**src/rtl/xdh_pkg.sv**
```systemverilog
package xdh_pkg;

  // Bit positions inside the configuration word.
  localparam int CFG_EDGE     = 0;
  localparam int CFG_POLHI    = 1;
  localparam int CFG_DIRWR    = 2;
  localparam int CFG_WORD     = 3;
  localparam int CFG_CSOFF    = 4;
  localparam int CFG_WAIT_LSB = 5;

  typedef enum logic [1:0] {
    ST_IDLE = 2'd0,
    ST_REQ  = 2'd1,
    ST_CYC  = 2'd2,
    ST_GAP  = 2'd3
  } xdh_state_e;

  // Strobes from the control to the datapath.
  typedef struct packed {
    logic ackOn;
    logic pendClr;
    logic cntLoad;
    logic cntDec;
  } xdh_strb_t;

  // Status from the datapath to the control.
  typedef struct packed {
    logic trigger;
    logic cntZero;
  } xdh_stat_t;

endpackage

```
**src/rtl/xdh_datapath.sv**
```systemverilog
module xdh_datapath
  import xdh_pkg::*;
#(
  parameter int SYNC_STAGES = 2,
  parameter int WAIT_W      = 4,
  localparam int CFG_W      = CFG_WAIT_LSB + WAIT_W
) (
  input  logic             clk,
  input  logic             rstN,
  input  logic             cfgWe,
  input  logic [CFG_W-1:0] cfgWrData,
  input  logic             reqPin,
  input  xdh_strb_t        strb,
  output xdh_stat_t        stat,
  output logic             dackN,
  output logic             csN,
  output logic             rdN,
  output logic             wruN,
  output logic             wrlN
);

  logic [CFG_W-1:0]       cfgReg;
  logic [SYNC_STAGES-1:0] syncQ;
  logic                   reqAct;
  logic                   prevAct;
  logic                   edgeNow;
  logic                   pending;
  logic [WAIT_W-1:0]      waitCnt;

  logic cfgEdge;
  logic cfgDirWr;
  logic cfgWord;
  logic cfgCsOff;

  assign cfgEdge  = cfgReg[CFG_EDGE];
  assign cfgDirWr = cfgReg[CFG_DIRWR];
  assign cfgWord  = cfgReg[CFG_WORD];
  assign cfgCsOff = cfgReg[CFG_CSOFF];

  // Configuration register; all zeros means level mode, active low.
  always_ff @(posedge clk or negedge rstN) begin
    if (!rstN)      cfgReg <= '0;
    else if (cfgWe) cfgReg <= cfgWrData;
  end

  // Synchronizer chain for the request pin.
  for (genvar g = 0; g < SYNC_STAGES; g++) begin : g_sync
    if (g == 0) begin : g_first
      always_ff @(posedge clk or negedge rstN) begin
        if (!rstN) syncQ[g] <= 1'b1;
        else       syncQ[g] <= reqPin;
      end
    end else begin : g_next
      always_ff @(posedge clk or negedge rstN) begin
        if (!rstN) syncQ[g] <= 1'b1;
        else       syncQ[g] <= syncQ[g-1];
      end
    end
  end

  // Normalise the request to active-high, then detect the active edge.
  assign reqAct  = (syncQ[SYNC_STAGES-1] == cfgReg[CFG_POLHI]);
  assign edgeNow = reqAct & ~prevAct;

  always_ff @(posedge clk or negedge rstN) begin
    if (!rstN) prevAct <= 1'b0;
    else       prevAct <= reqAct;
  end

  // A new edge wins over the clear.
  always_ff @(posedge clk or negedge rstN) begin
    if (!rstN)                   pending <= 1'b0;
    else if (edgeNow && cfgEdge) pending <= 1'b1;
    else if (strb.pendClr)       pending <= 1'b0;
  end

  always_ff @(posedge clk or negedge rstN) begin
    if (!rstN)             waitCnt <= '0;
    else if (strb.cntLoad) waitCnt <= cfgReg[CFG_W-1:CFG_WAIT_LSB];
    else if (strb.cntDec)  waitCnt <= waitCnt - 1'b1;
  end

  assign stat.trigger = cfgEdge ? pending : reqAct;
  assign stat.cntZero = (waitCnt == '0);

  // Pin decode.
  assign dackN = ~strb.ackOn;
  assign csN   = ~(strb.ackOn & ~cfgCsOff);
  assign rdN   = ~(strb.ackOn & ~cfgDirWr);
  assign wrlN  = ~(strb.ackOn & cfgDirWr);
  assign wruN  = ~(strb.ackOn & cfgDirWr & cfgWord);

  a_r8_upper_needs_lower: assert property (@(posedge clk) disable iff (!rstN)
    !wruN |-> !wrlN);

  a_r9_read_excludes_write: assert property (@(posedge clk) disable iff (!rstN)
    !rdN |-> (wrlN && wruN));

  a_r10_cs_only_in_cycle: assert property (@(posedge clk) disable iff (!rstN)
    !csN |-> !dackN);

  a_r7_pending_cleared: assert property (@(posedge clk) disable iff (!rstN)
    (strb.pendClr && !(edgeNow && cfgEdge)) |=> !pending);

  a_r5_count_no_wrap: assert property (@(posedge clk) disable iff (!rstN)
    strb.cntDec |-> !stat.cntZero);

endmodule

```
**src/rtl/xdh_ctrl.sv**
```systemverilog
module xdh_ctrl
  import xdh_pkg::*;
(
  input  logic      clk,
  input  logic      rstN,
  input  xdh_stat_t stat,
  input  logic      busGnt,
  output xdh_strb_t strb,
  output logic      busReq
);

  xdh_state_e state;
  xdh_state_e stateNext;

  always_ff @(posedge clk or negedge rstN) begin
    if (!rstN) state <= ST_IDLE;
    else       state <= stateNext;
  end

  always_comb begin
    stateNext = state;
    unique case (state)
      ST_IDLE: if (stat.trigger) stateNext = ST_REQ;
      ST_REQ:  if (busGnt)       stateNext = ST_CYC;
      ST_CYC:  if (stat.cntZero) stateNext = ST_GAP;
      ST_GAP:                    stateNext = ST_IDLE;
      default:                   stateNext = ST_IDLE;
    endcase
  end

  // The request covers the grant wait and the bus cycle; it drops with acknowledge.
  assign busReq       = (state == ST_REQ) || (state == ST_CYC);
  assign strb.ackOn   = (state == ST_CYC);
  assign strb.cntLoad = (state == ST_REQ) && busGnt;
  assign strb.pendClr = (state == ST_REQ) && busGnt;
  assign strb.cntDec  = (state == ST_CYC) && !stat.cntZero;

  a_r4_ack_after_grant: assert property (@(posedge clk) disable iff (!rstN)
    (strb.ackOn && !$past(strb.ackOn)) |-> $past(busGnt));

  a_r4_hold_request: assert property (@(posedge clk) disable iff (!rstN)
    (busReq && !busGnt && !strb.ackOn) |=> (busReq && !strb.ackOn));

  a_r5_release_with_ack: assert property (@(posedge clk) disable iff (!rstN)
    $fell(strb.ackOn) |-> !busReq);

  a_r6_gap_after_ack: assert property (@(posedge clk) disable iff (!rstN)
    $fell(strb.ackOn) |=> !strb.ackOn);

endmodule

```
**src/rtl/ext_dma_handshake.sv**
```systemverilog
module ext_dma_handshake
  import xdh_pkg::*;
#(
  parameter int SYNC_STAGES = 2,
  parameter int WAIT_W      = 4
) (
  input  logic                           clk,
  input  logic                           rstN,
  input  logic                           cfgWe,
  input  logic [CFG_WAIT_LSB+WAIT_W-1:0] cfgWrData,
  input  logic                           reqPin,
  input  logic                           busGnt,
  output logic                           busReq,
  output logic                           dackN,
  output logic                           csN,
  output logic                           rdN,
  output logic                           wruN,
  output logic                           wrlN
);

  xdh_strb_t strb;
  xdh_stat_t stat;

  xdh_ctrl u_ctrl (
    .clk    (clk),
    .rstN   (rstN),
    .stat   (stat),
    .busGnt (busGnt),
    .strb   (strb),
    .busReq (busReq)
  );

  xdh_datapath #(
    .SYNC_STAGES (SYNC_STAGES),
    .WAIT_W      (WAIT_W)
  ) u_dp (
    .clk       (clk),
    .rstN      (rstN),
    .cfgWe     (cfgWe),
    .cfgWrData (cfgWrData),
    .reqPin    (reqPin),
    .strb      (strb),
    .stat      (stat),
    .dackN     (dackN),
    .csN       (csN),
    .rdN       (rdN),
    .wruN      (wruN),
    .wrlN      (wrlN)
  );

endmodule

```
**config.mk**
```make
export PLATFORM = sky130hd
export DESIGN_NAME = ext_dma_handshake
export DESIGN_NICKNAME = d
export VERILOG_FILES = /design/src/rtl/xdh_pkg.sv /design/src/rtl/xdh_datapath.sv /design/src/rtl/xdh_ctrl.sv /design/src/rtl/ext_dma_handshake.sv
export SDC_FILE = /design/constraint.sdc
export NUM_CORES = 1
export LEC_CHECK = 0
export ABC_AREA = 1
export BUFFER_PORTS_ARGS = -buffer_cell sky130_fd_sc_hd__buf_2
export CORE_MARGIN = 2
export CORE_UTILIZATION = 30
export DETAILED_ROUTE_END_ITERATION = 10
export MAX_ROUTING_LAYER = met4
export SLEW_MARGIN = 20
export SYNTH_ARGS = -nofsm -noshare
export SYNTH_HDL_FRONTEND = slang
export SYNTH_SLANG_ARGS = --single-unit
export TNS_END_PERCENT = 100
```
**constraint.sdc**
```tcl
create_clock -name clk -period 2.4 [get_ports clk]
set_clock_uncertainty 0.1 [all_clocks]
set_input_delay 0 -clock clk [delete_from_list [all_inputs] [get_ports clk]]
set_output_delay 0 -clock clk [all_outputs]
set_load 0.02 [all_outputs]
```
Yosys cells after proc, flatten, opt, wreduce, memory -nomap -nowiden
Cells that the tools add are included.
Widths: inputs -> output; s select.
{"block": "word_totals", "wordCells": 47, "output_inout_bits": 6, "register_bits": 19, "in_bits": 14}
{"block": "op_classes", "reduce_logical": 10, "addsub": 1, "bitwise": 13, "eq_ne": 7, "mux": 9}
{"cell": "$mux 4", "n": 2}
{"cell": "$not 1->1", "n": 8}
{"cell": "$pmux 2 s4", "n": 1}
{"cell": "$mux 2", "n": 3}
{"cell": "$ne 2x2->1 const B", "n": 3}
{"cell": "$and 1x1->1", "n": 5}
{"cell": "$eq 2x2->1 const B", "n": 2}
{"cell": "$logic_not 4->1", "n": 1}
{"cell": "$reduce_bool 2->1", "n": 2}
{"cell": "$sub 4x1->4 const B", "n": 1}
{"cell": "$logic_and 1x1->1", "n": 3}
{"cell": "$mux 1", "n": 3}
{"cell": "$reduce_and 3->1", "n": 1}
{"cell": "$eq 2x1->1 const B", "n": 1}
{"cell": "$logic_not 2->1", "n": 1}
{"cell": "$eq 1x1->1", "n": 1}
{"cell": "$logic_not 1->1", "n": 1}
{"cell": "$logic_or 1x1->1", "n": 1}

Depth between registers and ports, before layout
Gate-level depths: netlist of run 1.
{"block": "depth", "word_depth": 5, "mapped_depth": 8, "ltp_nobuf": 8}

By module
Synthesis of run 1 repeated with hierarchy kept, for this count alone.
{"block": "unflattened", "cells_unflattened": 103, "area_unflattened_um2": 940.9}
{"mod": "xdh_datapath", "cells_each": 75, "area_each_um2": 738.2, "n_inst": 1}
{"mod": "xdh_ctrl", "cells_each": 28, "area_each_um2": 202.7, "n_inst": 1}

Worst setup path after synthesis of run 1
No wires, ideal clock.
{"block": "synth_timing", "kind": "register to register", "startpoint": "register u_ctrl.state[0]", "endpoint": "register u_ctrl.state[0]", "path_buffers": 1, "setup_ns": 0.116, "arrival_ns": 1.079, "synth_period_minus_slack_ns": 1.295, "required_time_ns": 2.184, "stages_incl_launch_ff": 8, "path_slack_ns": 1.105, "path_cell_list": "dfrtp_1 > inv_1 > ha_1 > buf_4 > inv_1 > nand2_1 > nand3_1 > nand2_1"}
{"block": "synth_via", "elab_chain_cells": 3, "elab_cells_between_ends": 9, "cone_classes": "6 x eq/ne; 1 x mux; 2 x reduce/logical"}
{"item": "from (decl)", "line_no": "xdh_ctrl.sv:12", "rtl": "xdh_state_e state;"}
{"item": "from (signal assigned)", "line_no": "xdh_ctrl.sv:17", "rtl": "else state <= stateNext;"}
{"item": "$eq 2x2->1, or another cell as far along", "line_no": "xdh_ctrl.sv:22", "rtl": "unique case (state)"}
{"item": "$ne 2x2->1 (no line)"}
{"item": "$reduce_and 3->1 (no line)"}
Several ways; a longest one is shown, not always the timed one.
A chain may end at the register's enable or synchronous reset.

==> run metrics, run 1 <==
die area=3529 um^2; Power Density=914.8 nW/um^2; Hold Crit Class=in2reg; worst-path cell chain=dlygate4sd3_1 > buf_2 > nand2_1 > dlygate4sd3_1 > o21ai_0 > dlygate4sd3_1; hpwl dp=around 1.3 mm; gr ovfl total=0; Async SR Flop Fraction=1.000; Yosys reg bits=19; fin crit share=0.7440; RePlAce Congestion=about 0.70; Ys Warns=0; RSZ-0062 raised after global routing=false; status=finished, final reports clean; Resized Gates After CTS=0; R2R setup slack=980 ps; clk sinks=19; Leak=0.0006507 uW; # nets final=between 150 and 200; # hold bufs at CTS=24; layout cells sized above 1=0.2119; Starting Density=0.3092; Initial DRC Count=8; Antenna diodes=0; Post-Syn Area per Cell=8.688 um^2; worst hold slack=49.94 ps; Synth Flop Type=dfrtp_1; initial antenna violation count=0; EDFF count, synth=0; num ports=20; first-pass GRT wire length=3.505 mm; port buffer count=19; routed length per instance=between 10 and 15 um; Slew Viols, Final=0; Max Buffers Root-to-Sink=2; Fin. Hold Viols=0; distinct cell type count after synthesis=21; setup violators final=0; die extent in y=59.41 um; Max-cap violations=0; setup TNS=0 ps; vias post-DR=827; Final ANT Viol Nets=0; register area share after synthesis=0.5190; Fill cells=275; Core Box Area=2978 um^2; vias per cell=4.495; Crit path arrival time=1870 ps; CP max stage delay=560 ps; Mapped Area=920.9 um^2; CP Buf/Inv Count=4; clk slew on worst S/H paths=~110 ps; area grow syn2layout=42.53%; Synth Instances=between 100 and 150; largest net degree at the start of global routing=20; critical path class=in2reg; CTS root buf=clkbuf_4; worst vdd ir=0.3955 mV; site row count=20; Top delay family on crit path=buffers and inverters; crit path max fanout=1; Rel. slew slack=0.7201; CP Launch Type=input port; drt pass-1 iters=4; Detailed Route WL=1.911 mm; die width=59.41 um; Global Route Usage Sum=0.1347; syn nets=124; Max Clk Rate=560.0 MHz; worst-skew pair later-pin latency=290 ps; Worst-Margin Slew=approximately 420 ps; CP Capture Type=flop; Remaining DRCs=0; CP most frequent cell=dlygate4sd3_1; setup bufs post-CTS=0; CP Data Required Time=2490 ps; CTS Buf Count=3; vias in the first global route=918; Crit-path slowest cell=dlygate4sd3_1; CTS H-tree depth=1; Final min period=1786 ps; CTS tree=yes
==> cell type report <==
cell class	count	area, um^2	share of cell area
tap	33	41.29	0.03146
clock inverter	1	5.005	0.003813
sequential	19	478.0	0.3642
clock buffer	3	22.52	0.01716
multi-input combinational	68	366.6	0.2793
inverter	17	63.81	0.04862
timing repair buffer	43	335.3	0.2555
==> registers in the layout, summed over array words and instances, names as in the netlist <==
| name | cells |
|---|---|
| u_ctrl.state | 2 |
| u_dp.cfgReg | 9 |
| u_dp.pending | 1 |
| u_dp.prevAct | 1 |
| u_dp.syncQ | 2 |
| u_dp.waitCnt | 4 |
==> logic make-up (layout without fill, tap and decap cells) <==
kind of cell,Yosys count,after routing,synth area share
buf+inv,19,64,0.08288
flops,19,19,0.5190
compound gates,15,15,0.09239
xor+xnor,2,2,0.01903
fa+ha+maj,4,4,0.05435
simple gates,44,44,0.1956
mux,3,3,0.03668
==> Yosys cell counts, types with 2 or more instances <==
master | count | share of area
o21ai_1 | 2 | 0.011
o21ai_0 | 9 | 0.049
inv_1 | 16 | 0.065
ha_1 | 4 | 0.054
nor2_1 | 6 | 0.024
dfrtp_1 | 17 | 0.46
nand3_1 | 6 | 0.033
mux2_2 | 3 | 0.037
nand2_1 | 29 | 0.12
nand2_2 | 2 | 0.014
dfstp_2 | 2 | 0.057
==> cells in the final DEF, fill, tap and decap left out, types with 2 or more instances in the layout <==
cell           count
buf_2             19
clkbuf_4           3
dfrtp_1           17
dfstp_2            2
dlygate4sd3_1     24
ha_1               4
inv_1             16
mux2_2             3
nand2_1           29
nand2_2            2
nand3_1            6
nor2_1             6
o21ai_0            9
o21ai_1            2
==> worst paths after layout <==
kind,startpoint,cells past startpoint,to
hold reg to reg,u_dp.syncQ[0],0,u_dp.syncQ[1]
hold / removal,cfgWe,2,u_dp.cfgReg[7]
setup / recovery,cfgWrData[0],6,u_dp.cfgReg[0]
min in group asynchronous,rstN,2,u_dp.cfgReg[3]
max in group asynchronous,rstN,2,u_dp.syncQ[0]
setup reg to reg,u_ctrl.state[0],6,u_dp.waitCnt[0]
==> layer usage <==
metal	up-vias	wire [um]	GRT usage
met5	-	0	-
met4	0	27	0.07792
met3	4	65	0.01528
met2	19	1030	0.2496
met1	385	786	0.1332
li1	419	-	-
==> power breakdown <==
| group | total, uW | internal [uW] | switching [uW] | leakage (uW) |
|---|---|---|---|---|
| Sequential | 447 | 401 | 45.9 | 0.000226 |
| Combinational | 593 | 239 | 353 | 0.000407 |
| Clock | 161 | 62.0 | 99.4 | 0.0000177 |
==> worst register-to-register path: stages, from the launching register on <==
cell	delay, ps
dfrtp_1	410
inv_1	90
ha_1	350
nand2_1	150
nand2_2	120
nand2_1	60
o21ai_1	70
==> through the flow <==
| stage | worst slack, ps | instance area, um^2 | utilization | std cells | total power, uW |
|---|---|---|---|---|---|
| 6_report | 614.3 | 1313 | 0.4408 | 184 | 1201 |
| 5_1_grt | 564.5 | 1313 | 0.4408 | 184 | 1309 |
| 4_1_cts | 643.3 | 1313 | 0.4408 | 184 | 1210 |
| 2_1_floorplan | 1105 | 920.9 | - | 106 | 875.8 |
| 3_5_place_dp | 980.5 | 1045 | 0.3508 | 156 | 1012 |
| 3_3_place_gp | 1011 | 1045 | 0.3508 | 156 | 989.5 |
(Power assumes the default switching activity.)
==> run 2: changes to the inputs <==
clock period = 1.7 ns   (was 2.4 ns; I/O delays follow)
==> run 2 against run 1 <==
Effect of this change: sequential power is 41% higher; non-clock buffer count is 5 lower; final cell count is 2.7% lower; setup slack worse by 470 ps; global-route usage is 0.69 points lower; flip-flop and latch count stayed put; largest power group unchanged.
==> run metrics, run 2 (synthesized netlist as in run 1, its figures left out) <==
# nets final=about 170; Final min period=1559 ps; Slew Viols, Final=0; drt pass-1 iters=4; CP Capture Type=output port; Crit path arrival time=1460 ps; R2R setup slack=240 ps; vias post-DR=about 800; initial antenna violation count=0; Crit-path slowest cell=dfrtp_1; RR Endpoint=u_dp.waitCnt[0]; num ports=20; Final Util=0.4240; clk slew on worst S/H paths=110 ps; Fill cells=~270; status=finished, final reports clean; Remaining DRCs=0; CP Data Required Time=1600 ps; FF-to-FF Start=u_ctrl.state[0]; area grow syn2layout=37.09%; Leak=0.0006266 uW; Power Density=1328 nW/um^2; post-route cell area=1262 um^2; CTS Buf Count=3; FF-to-FF path depth=6; Final ANT Viol Nets=0; Fin. Hold Viols=0; worst hold slack=50.10 ps; worst-skew pair later-pin latency=300 ps; critical path class=reg2out; commonest non-fill, non-tap cell in the layout=nand2_1; routed length per instance=10.24 um; CP Buf/Inv Count=2; most frequent cells in the layout=nand2_1 (29), dlygate4sd3_1 (19), buf_2 (19); die width=59.41 um; Detailed Route WL=1.833 mm; Critical Path Source=u_ctrl.state[0]; max reg flops=9; CP max stage delay=420 ps; CTS root buf=clkbuf_4; Max Buffers Root-to-Sink=2; worst vdd ir=0.4995 mV; worst-path cell chain=inv_1 > ha_1 > nand3_1 > buf_2; RSZ-0062 raised after global routing=false; gr ovfl total=0; CTS H-tree depth=1; Max-cap violations=0; Largest Register=u_dp.cfgReg; CTS tree=yes; port buffer count=19; Hold Crit Class=in2async; RePlAce Congestion=0.7027; Worst-Margin Slew=~410 ps; placed instance area=1045 um^2; die extent in y=59.41 um; site row count=20; setup violators final=0; Initial DRC Count=3; layout cells sized above 1=0.2192; Regs by FF count=u_dp.cfgReg: 9 flops, u_dp.waitCnt: 4 flops; vias in the first global route=846; Core Box Area=roughly 3000 um^2; Global Route Usage Sum=0.1278; crit path max fanout=8; Antenna diodes=0; Top delay family on crit path=flip-flops; largest net degree at the start of global routing=20; Starting Density=0.3092; clk sinks=19; fin crit share=0.9172; Resized Gates After CTS=0; Rel. slew slack=0.7248; die area=about 3500 um^2; setup bufs post-CTS=0; CP Launch Type=flop; hpwl dp=1.321 mm; Max Clk Rate=641.4 MHz; vias per cell=4.492; first-pass GRT wire length=3.325 mm; setup TNS=0 ps
==> run 2: changes by cell type in the layout (fill, tap and decap cells not counted) <==
cell           previous run  this run
dlygate4sd3_1            24        19
==> run 2: area by class of cell <==
cell class / instances / area (um^2) / share of cell area
tap: 33 / 41.29 / 0.03271
timing repair buffer: 38 / 285.3 / 0.2260
inverter: 17 / 63.81 / 0.05055
clock inverter: 1 / 5.005 / 0.003964
clock buffer: 3 / 22.52 / 0.01784
sequential: 19 / 478.0 / 0.3786
multi-input combinational: 68 / 366.6 / 0.2904
==> run 2: what timing repair did <==
action | 4_1_cts | 5_1_grt
endpoints found under the setup margin | 0 | 0
endpoints found under the hold margin | 31 | 0
hold buffers | 19 | 0
==> run 2: stage by stage <==
| step | power, uW | setup slack (ps) | std cells |
|---|---|---|---|
| after floorplan | 1236 | 404.9 | 106 |
| after CTS | 1692 | 140.4 | 179 |
| after global placement | 1397 | 311.3 | 156 |
| final | 1676 | 140.8 | 179 |
| after global routing | 1825 | 45.95 | 179 |
| after detailed placement | 1429 | 280.5 | 156 |
==> run 2: worst max path at each step <==
stage	end	slack [ps]	depth (start not counted)
floorplan	u_ctrl.state[0]	400	7
global placement	u_dp.waitCnt[0]	310	6
detailed placement	u_dp.waitCnt[0]	280	6
CTS	wruN	140	4
global route	wruN	50	4
finish	wruN	140	4
==> run 2: power by group <==
part | internal, uW | leakage, uW | switching, uW
clock network | 87.6 | 0.0000177 | 142
registers | 566 | 0.000226 | 64.7
logic | 324 | 0.000383 | 492
==> run 2: per-layer routing <==
layer | wire (um) | share of wire | up-vias | GRT usage
met2 | 929 | 0.51 | 19 | 0.2166
met3 | 60 | 0.033 | 4 | 0.01310
met4 | 28 | 0.015 | 0 | 0.07792
li1 | - | - | 407 | -
met1 | 814 | 0.44 | 374 | 0.1433
met5 | 0 | 0 | - | -
